<file path="config.mk">
export PLATFORM = sky130hd
export DESIGN_NAME = rail_startup_seq
export DESIGN_NICKNAME = d
export VERILOG_FILES = /design/src/rtl/rail_startup_seq.sv
export SDC_FILE = /design/constraint.sdc
export NUM_CORES = 1
export LEC_CHECK = 0
export CAP_MARGIN = 20
export CORE_ASPECT_RATIO = 2
export CORE_MARGIN = 5
export CORE_UTILIZATION = 31
export DETAILED_ROUTE_END_ITERATION = 10
export DONT_BUFFER_PORTS = 1
export HOLD_SLACK_MARGIN = 0.05
export SYNTH_ARGS = -nofsm -noshare
export SYNTH_HDL_FRONTEND = slang
export SYNTH_SLANG_ARGS = --single-unit
</file>
<file path="constraint.sdc">
create_clock -name clk -period 6.1 [get_ports clk]
set_clock_uncertainty 0.15 [all_clocks]
set_input_delay 1.22 -clock clk [delete_from_list [all_inputs] [get_ports clk]]
set_output_delay 1.22 -clock clk [all_outputs]
set_load 0.01 [all_outputs]
</file>
<file path="src/rtl/rail_startup_seq.sv">
module rail_startup_seq #(
  parameter int CODE_W  = 8,
  parameter int RISE_TH = 100,
  parameter int HYST    = 8,
  parameter int DLY_W   = 12
) (
  input  logic              clk,
  input  logic              rst_n,
  input  logic [CODE_W-1:0] supply_code,
  input  logic              enable,
  input  logic [DLY_W-1:0]  delay_cycles,
  output logic [1:0]        scan_mode
);
  localparam logic [CODE_W-1:0] RISE_C = CODE_W'(RISE_TH);
  localparam logic [CODE_W-1:0] FALL_C = CODE_W'(RISE_TH - HYST);

  typedef enum logic [1:0] {S_LOCK, S_OFF, S_DLY, S_RUN} st_t;

  st_t              state;
  logic [DLY_W-1:0] cnt;
  logic             supply_ok;

  wire ok_nx = supply_ok ? (supply_code >= FALL_C) : (supply_code >= RISE_C);

  always_ff @(posedge clk or negedge rst_n)
    if (!rst_n) supply_ok <= 1'b0;
    else        supply_ok <= ok_nx;

  always_ff @(posedge clk or negedge rst_n) begin
    if (!rst_n) begin
      state <= S_LOCK;
      cnt   <= '0;
    end else if (!ok_nx) begin
      state <= S_LOCK;
      cnt   <= '0;
    end else begin
      case (state)
        S_LOCK, S_OFF: begin
          cnt   <= '0;
          state <= enable ? S_DLY : S_OFF;
        end
        S_DLY:
          if (!enable) begin
            state <= S_OFF;
            cnt   <= '0;
          end else if (cnt >= delay_cycles) begin
            state <= S_RUN;
            cnt   <= '0;
          end else begin
            cnt <= cnt + 1'b1;
          end
        default:
          if (!enable) state <= S_OFF;
      endcase
    end
  end

  assign scan_mode = (state == S_LOCK) ? 2'd0 :
                     (state == S_RUN)  ? 2'd2 : 2'd1;


  lock_when_bad_chk: assert property (@(posedge clk) disable iff (!rst_n)
    !supply_ok |-> scan_mode == 2'd0);


  rise_above_th_chk: assert property (@(posedge clk) disable iff (!rst_n)
    $rose(supply_ok) |-> $past(supply_code) >= RISE_C);


  fall_below_band_chk: assert property (@(posedge clk) disable iff (!rst_n)
    $fell(supply_ok) |-> $past(supply_code) < FALL_C);


  no_run_without_en_chk: assert property (@(posedge clk) disable iff (!rst_n)
    !enable |=> scan_mode != 2'd2);


  run_via_delay_chk: assert property (@(posedge clk) disable iff (!rst_n)
    (state == S_RUN && $past(state) != S_RUN) |-> $past(state) == S_DLY);


  mode_legal_chk: assert property (@(posedge clk) disable iff (!rst_n)
    scan_mode != 2'd3);
endmodule

</file>
==> metrics.cfg <==
[run_status]
status = finished clean

[sta]
rsz0062_at_grt = no
setup_tns_ps = 0
hold_viol = 0
max_slew_margin_pct = 39.5
fmax_ghz = 0.298
worstMarginPinSlew_ps = 907
finalSetupViolCount = 0
layout_setup_ws_ps = 2740
slew_viol_final = 0
finalCritPeriodShare_pct = 55.0
period_needed_ps = 3360

[setup_path]
crit_required_ps = 6090
rr_endpoint = cnt[2]
end_kind = flop
cp.arrival_ps = 3350
reg2reg_from = cnt[9]
worst-path-max-fanout = 12
reg2reg_slack_ps = 3340
rr_worst_depth = 6
worst_setup_path_start_kind = input port
crit_type = in -> reg

[clocking]
clk-insertion-delay-late_ps = 250
clk_pin_slew_worst_paths_ps = 60
cts_resized = 0
clock-sinks = 15
numCtsBuffers = 3
clock_path_buffers = 2
clock-root-buffer = clkbuf_8
cts_tree = yes
post-cts-setup-buffer-count = 0
holdBufCountCts = 0
htreeDepth = 1

[route]
routed_via_density = 5.31
first_pass_iters = 4
post_drt_wl_per_cell_um = 14.0
num_vias = 1008
dr.first_iter.drc_count = 15
wl_um = 2660
drt.antenna.violating_nets = 0
drc = 0

[synthesis]
yosysSeqAreaShare_pct = 31.7
syn-num-nets = 181
synth-seq-cells = 15
synthAdderAreaFrac_pct = 18.0
syn_avg_cell_area_um2 = 8.39
synthXorXnorAreaFrac_pct = 1.48
syn_area_um2 = 1180
synthCells = 141
yosysUniqueCellTypes = 36
synth_compound_area_share_pct = 20.8
synth-warning-count = 0
muxShareOfSynthArea_pct = 0
synth_top_family_by_area = compound AO/OA/AOI/OAI gates
synth_simple_gate_area_share_pct = 18.9

[floorplan]
die_area_um2 = 5220
rows = 31
die_w_um = 53.7
start_util_pct = 32.4
core_area_um2 = 3650
ios = 25
die_y_um = 97.3

[place]
port_buffers = 0
dp_slack_ps = 2520
dp_hpwl_um = 2140
dpl.cell_count = 186
gp_congestion = 0.802

[final_layout]
fin_nets = 182
syn_to_final_growth_pct = 7.30
utilization_pct = 34.8
final_cells = 190
drive_gt1_share_pct = 5.67
n_antenna_cell = 0

[power]
pwr_density_cell_nw_per_um2 = 185
p_leak_nw = 0.586
p_total_uw = 235
max-vdd-ir-drop_uv = 87.6

[grt]
antenna_found_initial = 0
grt-ovfl-total = 0
grt_start_max_net_pins = 16
grt_pass1_wl_um = 4400
grt_use_total_pct = 11.2
grt_pass1_vias = 1038

[min_path]
holdPathEnd = cnt[11]
worstHoldPathCells = 2
hold_path_class = reg -> reg
hold_start = cnt[11]

[job]
drv_cap = 0

[routing by layer]
layer | up-vias | global-route usage, % | routed length (um)
li1 | 500 | - | -
met1 | 480 | 12.5 | 1050
met2 | 23 | 19.3 | 1410
met3 | 5 | 1.69 | 141
met4 | 0 | 5.12 | 56
met5 | - | 0 | 0
[power breakdown]
group / switching (mW) / internal [mW] / leakage [nW]
clock: 0.0342 / 0.0463 / 0.0228
combinational: 0.0272 / 0.0191 / 0.359
sequential: 0.00492 / 0.103 / 0.204
total: 0.0664 / 0.168 / 0.586
[how the worst max path moves through the flow]
stage                               start  endpoint  cells past startpoint
after global routing      delay_cycles[9]    cnt[2]                      7
after floorplan           delay_cycles[9]  state[1]                      8
after CTS                 delay_cycles[9]    cnt[2]                      7
after detailed placement  delay_cycles[9]    cnt[2]                      7
final                     delay_cycles[9]    cnt[2]                      7
after global placement    delay_cycles[9]  state[0]                      7
[state kept, by name, indices dropped and copies added, names as in the netlist]
name and flops:
cnt 12, state 2, supply_ok 1
[cell type report]
class | instances | area (um^2)
Tap cell | 49 | 61.3
Multi-Input combinational cell | 99 | 701
Sequential cell | 15 | 375
Clock buffer | 4 | 45.0
Fill cell | 419 | 2380
Inverter | 23 | 86.3
[synthesized netlist by cell type (all sizes together)]
| cell | n | share of area [%] |
|---|---|---|
| a211o | 1 | 0.74 |
| a211oi | 1 | 0.64 |
| a21oi | 7 | 3.0 |
| a22o | 4 | 3.0 |
| a31o | 3 | 2.2 |
| a31oi | 5 | 2.6 |
| and2 | 1 | 0.53 |
| and3 | 1 | 0.53 |
| and4 | 1 | 0.74 |
| buf | 4 | 1.7 |
| dfrtp | 15 | 32 |
| ha | 17 | 18 |
| inv | 23 | 7.3 |
| nand2 | 12 | 3.8 |
| nand2b | 1 | 0.53 |
| nand3 | 5 | 2.1 |
| nand4 | 3 | 1.6 |
| nor2 | 6 | 1.9 |
| nor2b | 1 | 0.53 |
| nor3 | 2 | 0.85 |
| nor3b | 1 | 0.64 |
| nor4 | 3 | 1.6 |
| o2111ai | 1 | 0.74 |
| o21ai | 8 | 3.4 |
| o221ai | 1 | 0.74 |
| o22ai | 3 | 1.6 |
| o2bb2ai | 1 | 0.74 |
| o311ai | 1 | 0.74 |
| o31a | 1 | 0.74 |
| or2 | 3 | 1.6 |
| or3 | 1 | 0.53 |
| or4 | 1 | 0.64 |
| or4b | 1 | 0.85 |
| xnor2 | 1 | 0.74 |
| xor2 | 1 | 0.74 |
[worst max-delay path, stage by stage]
cell and delay (ps):
inv_1 20, ha_1 290, a211oi_1 230, o2111ai_1 150, a21oi_1 720, nand2_1 370, o311ai_1 340
[logic make-up (layout without fill, tap and decap cells)]
| kind of cell | Yosys count | in the layout |
|---|---|---|
| AOI/OAI and AO/OA | 37 | 37 |
| and+or+nand+nor | 43 | 43 |
| DFF | 15 | 15 |
| xor gates and xnor gates | 2 | 2 |
| buffers and inverters | 27 | 27 |
| adders and majority gates | 17 | 17 |
[layout by cell type (no fill, tap or decap), types with 2 or more instances in the layout]
| master | synthesis | routed |
|---|---|---|
| nor2_1 | 6 | 6 |
| nand2_1 | 12 | 12 |
| nor4_1 | 3 | 3 |
| ha_1 | 17 | 17 |
| dfrtp_1 | 15 | 15 |
| or2_2 | 2 | 2 |
| inv_1 | 23 | 23 |
| a31oi_1 | 5 | 5 |
| a21oi_1 | 7 | 7 |
| nand3_1 | 5 | 5 |
| o22ai_1 | 3 | 3 |
| nor3_1 | 2 | 2 |
| o21ai_0 | 8 | 8 |
| clkbuf_8 | 0 | 3 |
| a31o_2 | 3 | 3 |
| a22o_1 | 4 | 4 |
| nand4_1 | 3 | 3 |
[through the flow]
| stage | instance area, um^2 | hold slack [ps] |
|---|---|---|
| floorplan | 1180 | 344 |
| CTS | 1270 | 397 |
| global placement | 1220 | 376 |
| global route | 1270 | 459 |
| detailed placement | 1220 | 383 |
| finish | 1270 | 393 |
(Power assumes the default switching activity.)
